===== src/rtl/synthCfgPkg.sv =====
package synthCfgPkg;

  // Strobes from the sequencer to the serial datapath
  typedef struct packed {
    logic loadWord;   // capture the selected word and start shifting
    logic latchSet;   // raise latch enable
    logic latchClr;   // drop latch enable
  } dpStrobe_t;

  typedef enum logic [2:0] {
    ST_IDLE,
    ST_ARM,
    ST_SHIFT,
    ST_LATCH,
    ST_GAP
  } ctrlState_e;

endpackage


===== src/rtl/cfgSerialPath.sv =====
module cfgSerialPath
  import synthCfgPkg::*;
#(
  parameter int WORD_W   = 32,
  parameter int HALF_DIV = 10
) (
  input  logic              clk,
  input  logic              rstN,
  input  dpStrobe_t         strb,
  input  logic [WORD_W-1:0] wordIn,
  output logic              tick,
  output logic              shDone,
  output logic              serClk,
  output logic              serData,
  output logic              latchEn
);

  localparam int DIV_W = (HALF_DIV > 1) ? $clog2(HALF_DIV) : 1;
  localparam int CNT_W = (WORD_W > 1) ? $clog2(WORD_W) : 1;
  localparam logic [DIV_W-1:0] DIV_LAST = DIV_W'(HALF_DIV - 1);
  localparam logic [CNT_W-1:0] BIT_LAST = CNT_W'(WORD_W - 1);

  logic [DIV_W-1:0]  divCnt;
  logic [WORD_W-1:0] shReg;
  logic [CNT_W-1:0]  bitCnt;
  logic              shActive;
  logic              clkQ;
  logic              leQ;

  // Half-period divider, realigned whenever a new word is loaded
  always_ff @(posedge clk) begin
    if (!rstN || strb.loadWord || divCnt == DIV_LAST) divCnt <= '0;
    else                                              divCnt <= divCnt + DIV_W'(1);
  end

  assign tick   = (divCnt == DIV_LAST);
  assign shDone = shActive && tick && clkQ && (bitCnt == BIT_LAST);

  // Bit engine: rise on one tick, fall and advance on the next
  always_ff @(posedge clk) begin
    if (!rstN) begin
      shReg    <= '0;
      bitCnt   <= '0;
      shActive <= 1'b0;
      clkQ     <= 1'b0;
    end else if (strb.loadWord) begin
      shReg    <= wordIn;
      bitCnt   <= '0;
      shActive <= 1'b1;
      clkQ     <= 1'b0;
    end else if (shActive && tick) begin
      if (!clkQ) begin
        clkQ <= 1'b1;
      end else begin
        clkQ   <= 1'b0;
        shReg  <= {shReg[WORD_W-2:0], 1'b0};
        bitCnt <= bitCnt + CNT_W'(1);
        if (bitCnt == BIT_LAST) shActive <= 1'b0;
      end
    end
  end

  always_ff @(posedge clk) begin
    if (!rstN)              leQ <= 1'b0;
    else if (strb.latchSet) leQ <= 1'b1;
    else if (strb.latchClr) leQ <= 1'b0;
  end

  assign serClk  = clkQ;
  assign serData = shReg[WORD_W-1];
  assign latchEn = leQ;

  a_r5_clk_low_while_latch: assert property (@(posedge clk) disable iff (!rstN)
    leQ |-> !clkQ);

  a_r5_latch_after_word: assert property (@(posedge clk) disable iff (!rstN)
    $rose(leQ) |-> !shActive);

  a_r3_data_held_high: assert property (@(posedge clk) disable iff (!rstN)
    clkQ |-> $stable(shReg[WORD_W-1]));

  a_r4_edge_on_tick: assert property (@(posedge clk) disable iff (!rstN)
    (clkQ != $past(clkQ)) |-> $past(tick));

endmodule


===== src/rtl/cfgSeqCtrl.sv =====
module cfgSeqCtrl
  import synthCfgPkg::*;
#(
  parameter int WORD_W    = 32,
  parameter int NUM_WORDS = 12,
  parameter logic [NUM_WORDS*WORD_W-1:0] CFG_WORDS = '0
) (
  input  logic              clk,
  input  logic              rstN,
  input  logic              startReq,
  input  logic              refValid,
  input  logic              tick,
  input  logic              shDone,
  output dpStrobe_t         strb,
  output logic [WORD_W-1:0] wordOut,
  output logic              busy,
  output logic              done
);

  localparam int IDX_W = (NUM_WORDS > 1) ? $clog2(NUM_WORDS) : 1;
  localparam logic [IDX_W-1:0] IDX_LAST = IDX_W'(NUM_WORDS - 1);

  ctrlState_e       state;
  logic [IDX_W-1:0] wordIdx;
  logic             phase;
  logic             lastIdx;

  assign lastIdx = (wordIdx == IDX_LAST);
  assign wordOut = CFG_WORDS[int'(wordIdx)*WORD_W +: WORD_W];
  assign busy    = (state != ST_IDLE);

  always_comb begin
    strb = '0;
    case (state)
      ST_ARM:   strb.loadWord = !lastIdx || refValid;  // final word waits for reference
      ST_SHIFT: strb.latchSet = shDone;
      ST_LATCH: strb.latchClr = tick && phase;
      default:  strb = '0;
    endcase
  end

  always_ff @(posedge clk) begin
    if (!rstN) begin
      state   <= ST_IDLE;
      wordIdx <= '0;
      phase   <= 1'b0;
      done    <= 1'b0;
    end else begin
      done <= 1'b0;
      case (state)
        ST_IDLE: begin
          if (startReq) begin
            state   <= ST_ARM;
            wordIdx <= '0;
          end
        end
        ST_ARM: begin
          if (strb.loadWord) state <= ST_SHIFT;
        end
        ST_SHIFT: begin
          if (shDone) begin
            state <= ST_LATCH;
            phase <= 1'b0;
          end
        end
        ST_LATCH: begin
          if (tick) begin
            phase <= !phase;
            if (phase) state <= ST_GAP;
          end
        end
        ST_GAP: begin
          if (tick) begin
            phase <= !phase;
            if (phase) begin
              if (lastIdx) begin
                state <= ST_IDLE;
                done  <= 1'b1;
              end else begin
                wordIdx <= wordIdx + IDX_W'(1);
                state   <= ST_ARM;
              end
            end
          end
        end
        default: state <= ST_IDLE;
      endcase
    end
  end

  a_r7_hold_final_word: assert property (@(posedge clk) disable iff (!rstN)
    (state == ST_ARM && lastIdx && !refValid) |=> (state == ST_ARM));

  a_r8_done_while_idle: assert property (@(posedge clk) disable iff (!rstN)
    done |-> !busy);

  a_r8_done_single: assert property (@(posedge clk) disable iff (!rstN)
    done |=> !done);

  a_r9_start_ignored: assert property (@(posedge clk) disable iff (!rstN)
    (busy && startReq && state != ST_GAP) |=> $stable(wordIdx));

endmodule


===== src/rtl/synthCfgLoader.sv =====
module synthCfgLoader
  import synthCfgPkg::*;
#(
  parameter int WORD_W    = 32,
  parameter int NUM_WORDS = 12,
  parameter int HALF_DIV  = 10,
  parameter logic [NUM_WORDS*WORD_W-1:0] CFG_WORDS = {
    32'h0000_2A10, 32'h0000_0191, 32'h0500_00F2, 32'h0E40_8103,
    32'h9100_4C54, 32'hB000_0015, 32'h003E_6626, 32'h0222_D018,
    32'h1F00_2A39, 32'h0000_004C, 32'h0000_120D, 32'h00A5_3C07 }
) (
  input  logic clk,
  input  logic rstN,
  input  logic startReq,
  input  logic refValid,
  output logic serClk,
  output logic serData,
  output logic latchEn,
  output logic busy,
  output logic done
);

  dpStrobe_t         strb;
  logic [WORD_W-1:0] curWord;
  logic              tick;
  logic              shDone;

  cfgSeqCtrl #(
    .WORD_W   (WORD_W),
    .NUM_WORDS(NUM_WORDS),
    .CFG_WORDS(CFG_WORDS)
  ) ctrl_i (
    .clk     (clk),
    .rstN    (rstN),
    .startReq(startReq),
    .refValid(refValid),
    .tick    (tick),
    .shDone  (shDone),
    .strb    (strb),
    .wordOut (curWord),
    .busy    (busy),
    .done    (done)
  );

  cfgSerialPath #(
    .WORD_W  (WORD_W),
    .HALF_DIV(HALF_DIV)
  ) path_i (
    .clk    (clk),
    .rstN   (rstN),
    .strb   (strb),
    .wordIn (curWord),
    .tick   (tick),
    .shDone (shDone),
    .serClk (serClk),
    .serData(serData),
    .latchEn(latchEn)
  );

endmodule


===== config.mk =====
export PLATFORM = sky130hd
export DESIGN_NAME = synthCfgLoader
export DESIGN_NICKNAME = d
export VERILOG_FILES = /design/src/rtl/synthCfgPkg.sv /design/src/rtl/cfgSerialPath.sv /design/src/rtl/cfgSeqCtrl.sv /design/src/rtl/synthCfgLoader.sv
export SDC_FILE = /design/constraint.sdc
export NUM_CORES = 1
export LEC_CHECK = 0
export ABC_CLOCK_PERIOD_IN_PS = 2250
export BUFFER_PORTS_ARGS = -buffer_cell sky130_fd_sc_hd__buf_2
export CORE_MARGIN = 2
export CORE_UTILIZATION = 40
export CTS_CLUSTER_DIAMETER = 30
export DETAILED_ROUTE_END_ITERATION = 8
export HOLD_SLACK_MARGIN = 0.1
export PLACE_DENSITY = 0.66
export SYNTH_ARGS = -nofsm -noshare
export SYNTH_HDL_FRONTEND = slang
export SYNTH_SLANG_ARGS = --single-unit

===== constraint.sdc =====
create_clock -name clk -period 2.25 [get_ports clk]
set_clock_uncertainty 0.05 [all_clocks]
set_input_delay 0.1125 -clock clk [delete_from_list [all_inputs] [get_ports clk]]
set_output_delay 0.1125 -clock clk [all_outputs]
set_load 0.05 [all_outputs]

== Word level (Yosys, flattened, before mapping) ==
Cells that the tools add are included.

* Bits in registers: 53
* Bits in latches: 0
* Bits in writable memories: 0
* Memory bits (read-only): 0
* Input bits: 4
* Output and inout port bits: 5
* Logic and storage cells: 89
* Memories kept: 0

* Add/subtract/negate cells: 3
* $mul: 0
* Div/mod/pow operators: 0
* Order comparisons: 0
* Equal/unequal tests: 16
* Shift operators: 1
* Multiplexer cells: 31
* Bitwise operators: 1
* Reduce and logical (&&, ||, !) cells: 27

{| class="wikitable"
|+ Operators with widths
! operator !! number
|-
| $shiftx 384x10->32 const A || 1
|-
| $mux 32 || 3
|-
| $mux 3 || 7
|-
| $mux 4 || 4
|-
| $pmux 3 s5 || 1
|-
| $mux 1 || 14
|-
| $ne 2x1->1 const B || 7
|-
| $reduce_bool 2->1 || 6
|-
| $add 4x1->4 const B || 2
|-
| $eq 4x4->1 const B || 2
|-
| $pmux 4 s2 || 1
|-
| $reduce_and 7->1 || 1
|-
| $eq 3x2->1 const B || 2
|-
| $reduce_and 3->1 || 2
|-
| $add 5x1->5 const B || 1
|-
| $eq 5x5->1 const B || 1
|-
| $reduce_and 5->1 || 1
|-
| $logic_and 1x1->1 || 4
|-
| $ne 2x2->1 const B || 2
|-
| $reduce_and 2->1 || 2
|-
| $reduce_and 4->1 || 1
|-
| $reduce_or 2->1 || 2
|-
| $eq 3x1->1 const B || 1
|-
| $eq 3x3->1 const B || 1
|-
| 6 further kinds || 10
|}

== Longest topological paths before layout ==
* Depth in word-level cells: 6
* Mapped depth: 8
* Gate-level depth less buffers: 8

== Cells and area by module ==
A second synthesis with hierarchy kept.

* Cells, all modules: 392
* Area, all modules: 3,334.4 um2

{| class="wikitable"
|+ By module, submodules not included
! module !! times used !! cells an instance !! area an instance (um2) !! seq. area each (um2)
|-
| cfgSerialPath || 1 || 246 || 2,282.2 || 880.8
|-
| cfgSeqCtrl || 1 || 146 || 1,052.3 || 180.2
|}

== Least setup slack after synthesis ==
No wires, ideal clock.

* Path type: reg2reg
* Start point: register ctrl_i.wordIdx[2]
* End point: register path_i.shReg[21]
* Setup time: 0.119 ns
* Arrival: 1.557 ns
* Data required time: 2.081 ns
* Slack: 0.525 ns
* Stages on the path, launching flop included: 8
* Path buffers: 1
* Clock period less this slack: 1.725 ns
* Cell sequence: dfxtp_1 buf_2 clkinv_1 ha_1 nor2b_1 nor3_1 a21oi_1 o221a_2

* Word-level cells in the longest chain between the ends: 6
* Elaborated cells on any way between the ends: 9
* Classes of those cells: 1 x eq/ne; 1 x shift; 2 x mux; 5 x reduce/logical

{| class="wikitable"
|+ RTL lines
! what !! line !! text
|-
| start: declaration || cfgSeqCtrl.sv:24 || <nowiki>logic [IDX_W-1:0] wordIdx;</nowiki>
|-
| start signal: assignment || cfgSeqCtrl.sv:80 || <nowiki>wordIdx <= wordIdx + IDX_W'(1);</nowiki>
|-
| parallel branches: the longest is 6 deep, another holds $shiftx 384x10->32 || - ||
|-
| end signal: assignment || cfgSerialPath.sv:47 || <nowiki>shReg <= wordIn;</nowiki>
|-
| end signal: assignment || cfgSerialPath.sv:56 || <nowiki>shReg <= {shReg[WORD_W-2:0], 1'b0};</nowiki>
|-
| end: declaration || cfgSerialPath.sv:24 || <nowiki>logic [WORD_W-1:0] shReg;</nowiki>
|}

Parallel ways; which one is timed is not known.
A chain may end at the register's enable or synchronous reset.

== Worst setup path in the final report ==
* Start point: register ctrl_i.wordIdx[1]
* End point: register path_i.shReg[1]

The elaborated chain is that of the path after synthesis.

==> metrics.md <==
| Metric | Value |
|---|---|
| Gr ovfl total | 0 |
| Cell Area, Placed | 2980 um^2 |
| I/O pin count | 9 |
| WP data required | 2430 ps |
| Antenna violations before repair | 0 |
| Die Ht | 88.0 um |
| Startpoint types | flip-flop |
| TritonCTS clock tree | built |
| Postcts setup bufs | 0 |
| P_int | 1.29 mW |
| RSZ-0062 raised after global routing | false |
| DRC Markers | 0 |
| Slew Limit Fails | 0 |
| CP startpoint | ctrl_i.wordIdx[1]$_SDFFE_PN0P_ |
| Total power per unit cell area | 572 nW/um^2 |
| Flops & latches, synth | 53 |
| CTS root buffer | clkbuf_8 |
| HPWL after DPL | 4680 um |
| Die area | 7740 um^2 |
| # hold bufs at CTS | 0 |
| Largest cells by area after synthesis | dfxtp_1 38%, nand2_1 8.4%, ha_1 5.3%, a31oi_1 3.8%, o21ai_0 3.2% |
| Die width | 88.0 um |
| All-Layer GR Usage | 0.183 |
| Final Cell Area | 3070 um^2 |
| Worst path slowest cell | dfxtp_1 |
| Core region area | 6790 um^2 |
| Final setup vio count | 0 |
| IR drop worst, VDD | 0.000263 V |
| Vias | 2,414 |
| R2r worst-path depth | 6 |
| Period utilization | 0.903 |
| Syn_area_per_cell | 8.34 um^2 |
| First-pass GRT wire length | 11,100 um |
| Fmax | 492 MHz |
| Buf/Inv on CP | 1 |
| Commonest non-fill, non-tap cell in the layout | nand2_1 |
| Sw Share | 0.264 |
| Routed wire per std cell | 14.8 um |
| Worst skew pair latency | 310 ps |
| Compound-Gate Fraction of Synth Area | 0.199 |
| Clock-pin slew on the worst setup and hold paths | 90 ps |
| Initial core utilization | 0.415 |
| Tmin final | 2030 ps |
| Adder-Cell Fraction of Synth Area | 0.0533 |
| Mapped Area | 2820 um^2 |
| NetSw | 0.464 mW |
| Worst-Margin Slew | 476 ps |
| Crit path largest cell delay | 450 ps |
| Leak | 1.11 nW |
| Worst setup path endpoint | path_i.shReg[1]$_SDFFE_PN0P_ |
| Async SR Flop Fraction | 0 |
| Post-Syn Nets | 354 |
| Ys Warns | 0 |
| XOR/XNOR share of the synthesized area | 0.0186 |
| Detailed Routing Iterations Pass 1 | 4 |
| Crit. End Element | flip-flop |
| H-tree depth | 2 |
| Sequential area share after synthesis | 0.376 |
| Vias per Instance | 5.45 |
| Post-Synth Simple-Gate Area | 0.259 |
| Max Fanout on Critical Path | 21 |
| Worst min-delay path class | primary input to flip-flop |
| Most frequent cells in the layout | 62 x nand2_1, 53 x dfxtp_1, 18 x o21ai_0, 17 x a31oi_1, 16 x nor3_1 |
| Cts bufs inserted | 5 |
| Top cell family by delay on the critical path | simple AND/OR/NAND/NOR gates |
| Final hold violation count | 0 |
| Vias in the first global route | 2,273 |
| Post-route ant nets | 0 |
| Layout cell share with drive strength beyond 1 | 0.135 |
| Total of max-cap violations | 0 |
| Post-synth EDFFs | 0 |
| Synth cell types | 59 |
| Port Buffers | 8 |
| Final setup TNS | 0 ps |
| Seq pwr share | 0.589 |
| Synthesis-to-layout area growth | 8.83% |
| # diodes | 0 |
| Critical path depth | 6 |
| Synth top area share | 0.376 |
| Rows | 30 |
| Worst reg2reg path startpoint | ctrl_i.wordIdx[1]$_SDFFE_PN0P_ |
| Post-synthesis mux area share | 0.0364 |
| Drt first-iter violations | 138 |
| CTS sink count | 53 |
| Net count reported at finish | 362 |
| Setup CP Type | flip-flop to flip-flop |
| Critical path arrival | 2210 ps |
| WL final | 6540 um |
| Clk pwr share | 0.303 |
| Combinational Power Share | 0.109 |
| Max Buffers Root-to-Sink | 2 |
| Main combinational cell family by area after synthesis | simple AND/OR/NAND/NOR gates |
| Synth Flop Type | dfxtp_1 |
| Worst path cell trace | ha_1 > nand4bb_1 > nand2_4 > buf_4 > nor3_1 > a311oi_1 |
| Max_slew headroom | 0.682 |
| Reg-to-reg setup timing slack | 220 ps |
| GPL Wtd Cong | 0.832 |
| Cell count after synthesis | 338 |
| Worst flop-to-flop path endpoint | path_i.shReg[1]$_SDFFE_PN0P_ |
| Status | finished, final reports clean |
| Largest net degree at the start of global routing | 22 |
| Post-synth top area cell | dfxtp_1 |
## layer usage
layer	vias up	share of wire	wire length [um]	track usage
li1	1235	-	-	-
met1	1132	0.48	3140	0.251
met2	36	0.47	3090	0.293
met3	11	0.029	191	0.0330
met4	0	0.018	117	0.0587
met5	-	0	0	0
## flip-flops by register name, summed over array words and instances (netlist names)
signal,count
path_i.shReg,32
path_i.bitCnt,5
ctrl_i.wordIdx,4
path_i.divCnt,4
ctrl_i.state,3
ctrl_i.done,1
ctrl_i.phase,1
path_i.latchEn,1
path_i.serClk,1
path_i.shActive,1
## layout make-up
type                    instances  area, um^2
fillers                       687        3730
clock inverters                 1        7.51
repair buffers                 23         165
well taps                      96         120
inverters                       9        33.8
multi-input cells             254        1600
flip-flops and latches         53        1060
clock buffers                   7        76.3
## stage by stage
stage	setup slack, ps	utilization	total power, mW	std cells	hold slack, ps
finish	218	0.452	1.75	443	138
global route	21.5	0.452	1.84	443	151
CTS	101	0.450	1.77	443	128
detailed placement	129	0.438	1.24	435	406
global placement	239	0.438	1.24	435	394
floorplan	525	-	1.20	338	244
## timing repair
item	CTS	global route
endpoints found under the hold margin	0	0
endpoints found under the setup margin	0	13
gates resized for setup	0	2
## power groups by stage
stage / registers [mW] / clock network (mW) / logic [mW]
global placement: 1.05 / 0 / 0.184
floorplan: 1.04 / 0 / 0.161
CTS: 1.03 / 0.545 / 0.188
finish: 1.03 / 0.531 / 0.190
detailed placement: 1.05 / 0 / 0.188
global route: 1.04 / 0.581 / 0.214
## worst min path at each step
| stage | from | end | slack [ps] | cells after the start |
|---|---|---|---|---|
| 6_report | rstN | ctrl_i.done$_SDFF_PN0_ | 140 | 3 |
| 3_5_place_dp | path_i.bitCnt[4]$_SDFFE_PP0P_ | path_i.bitCnt[4]$_SDFFE_PP0P_ | 410 | 2 |
| 2_1_floorplan | rstN | ctrl_i.wordIdx[1]$_SDFFE_PN0P_ | 240 | 2 |
| 4_1_cts | rstN | ctrl_i.done$_SDFF_PN0_ | 130 | 3 |
| 3_3_place_gp | path_i.shReg[30]$_SDFFE_PN0P_ | path_i.shReg[30]$_SDFFE_PN0P_ | 390 | 2 |
| 5_1_grt | rstN | path_i.latchEn$_SDFFE_PN0P_ | 150 | 2 |
## kinds of logic (layout without fill, tap and decap cells)
logic type	count (synthesis)	count (layout)
adder cells (fa/ha/maj)	12	12
buffers and inverters	31	40
AND/OR/NAND/NOR	141	141
AO/OA/AOI/OAI	85	85
multiplexers	10	10
flip-flops	53	53
XOR/XNOR	6	6
## worst reg2reg max path, cell delays in order, from the launching register on
cell	delay [ps]
dfxtp_1	450
ha_1	350
nand4bb_1	260
nand2_4	260
buf_4	270
nor3_1	100
a311oi_1	230
## cells in the mapped netlist (2+ instances only)
master	n
o211a_1	2
o21a_1	2
and3_1	3
inv_1	7
nand2b_1	4
nand3_1	11
o31ai_1	6
dfxtp_1	53
ha_1	12
buf_4	2
o221a_2	2
nor2_2	2
buf_2	12
a21oi_1	15
mux2i_1	8
xor2_1	2
nand3b_1	2
o22ai_1	6
nand4_1	3
nor2_1	12
nand2_1	63
clkbuf_1	4
and2_1	2
o21ai_0	18
a22oi_1	2
buf_6	3
a31oi_1	17
nor2b_1	6
nor3_1	16
xnor2_1	4
o32ai_1	2
a211oi_1	2
a311oi_1	5
nand4b_1	2
and3b_1	2
Note: power is estimated with default switching activity, not from simulation.
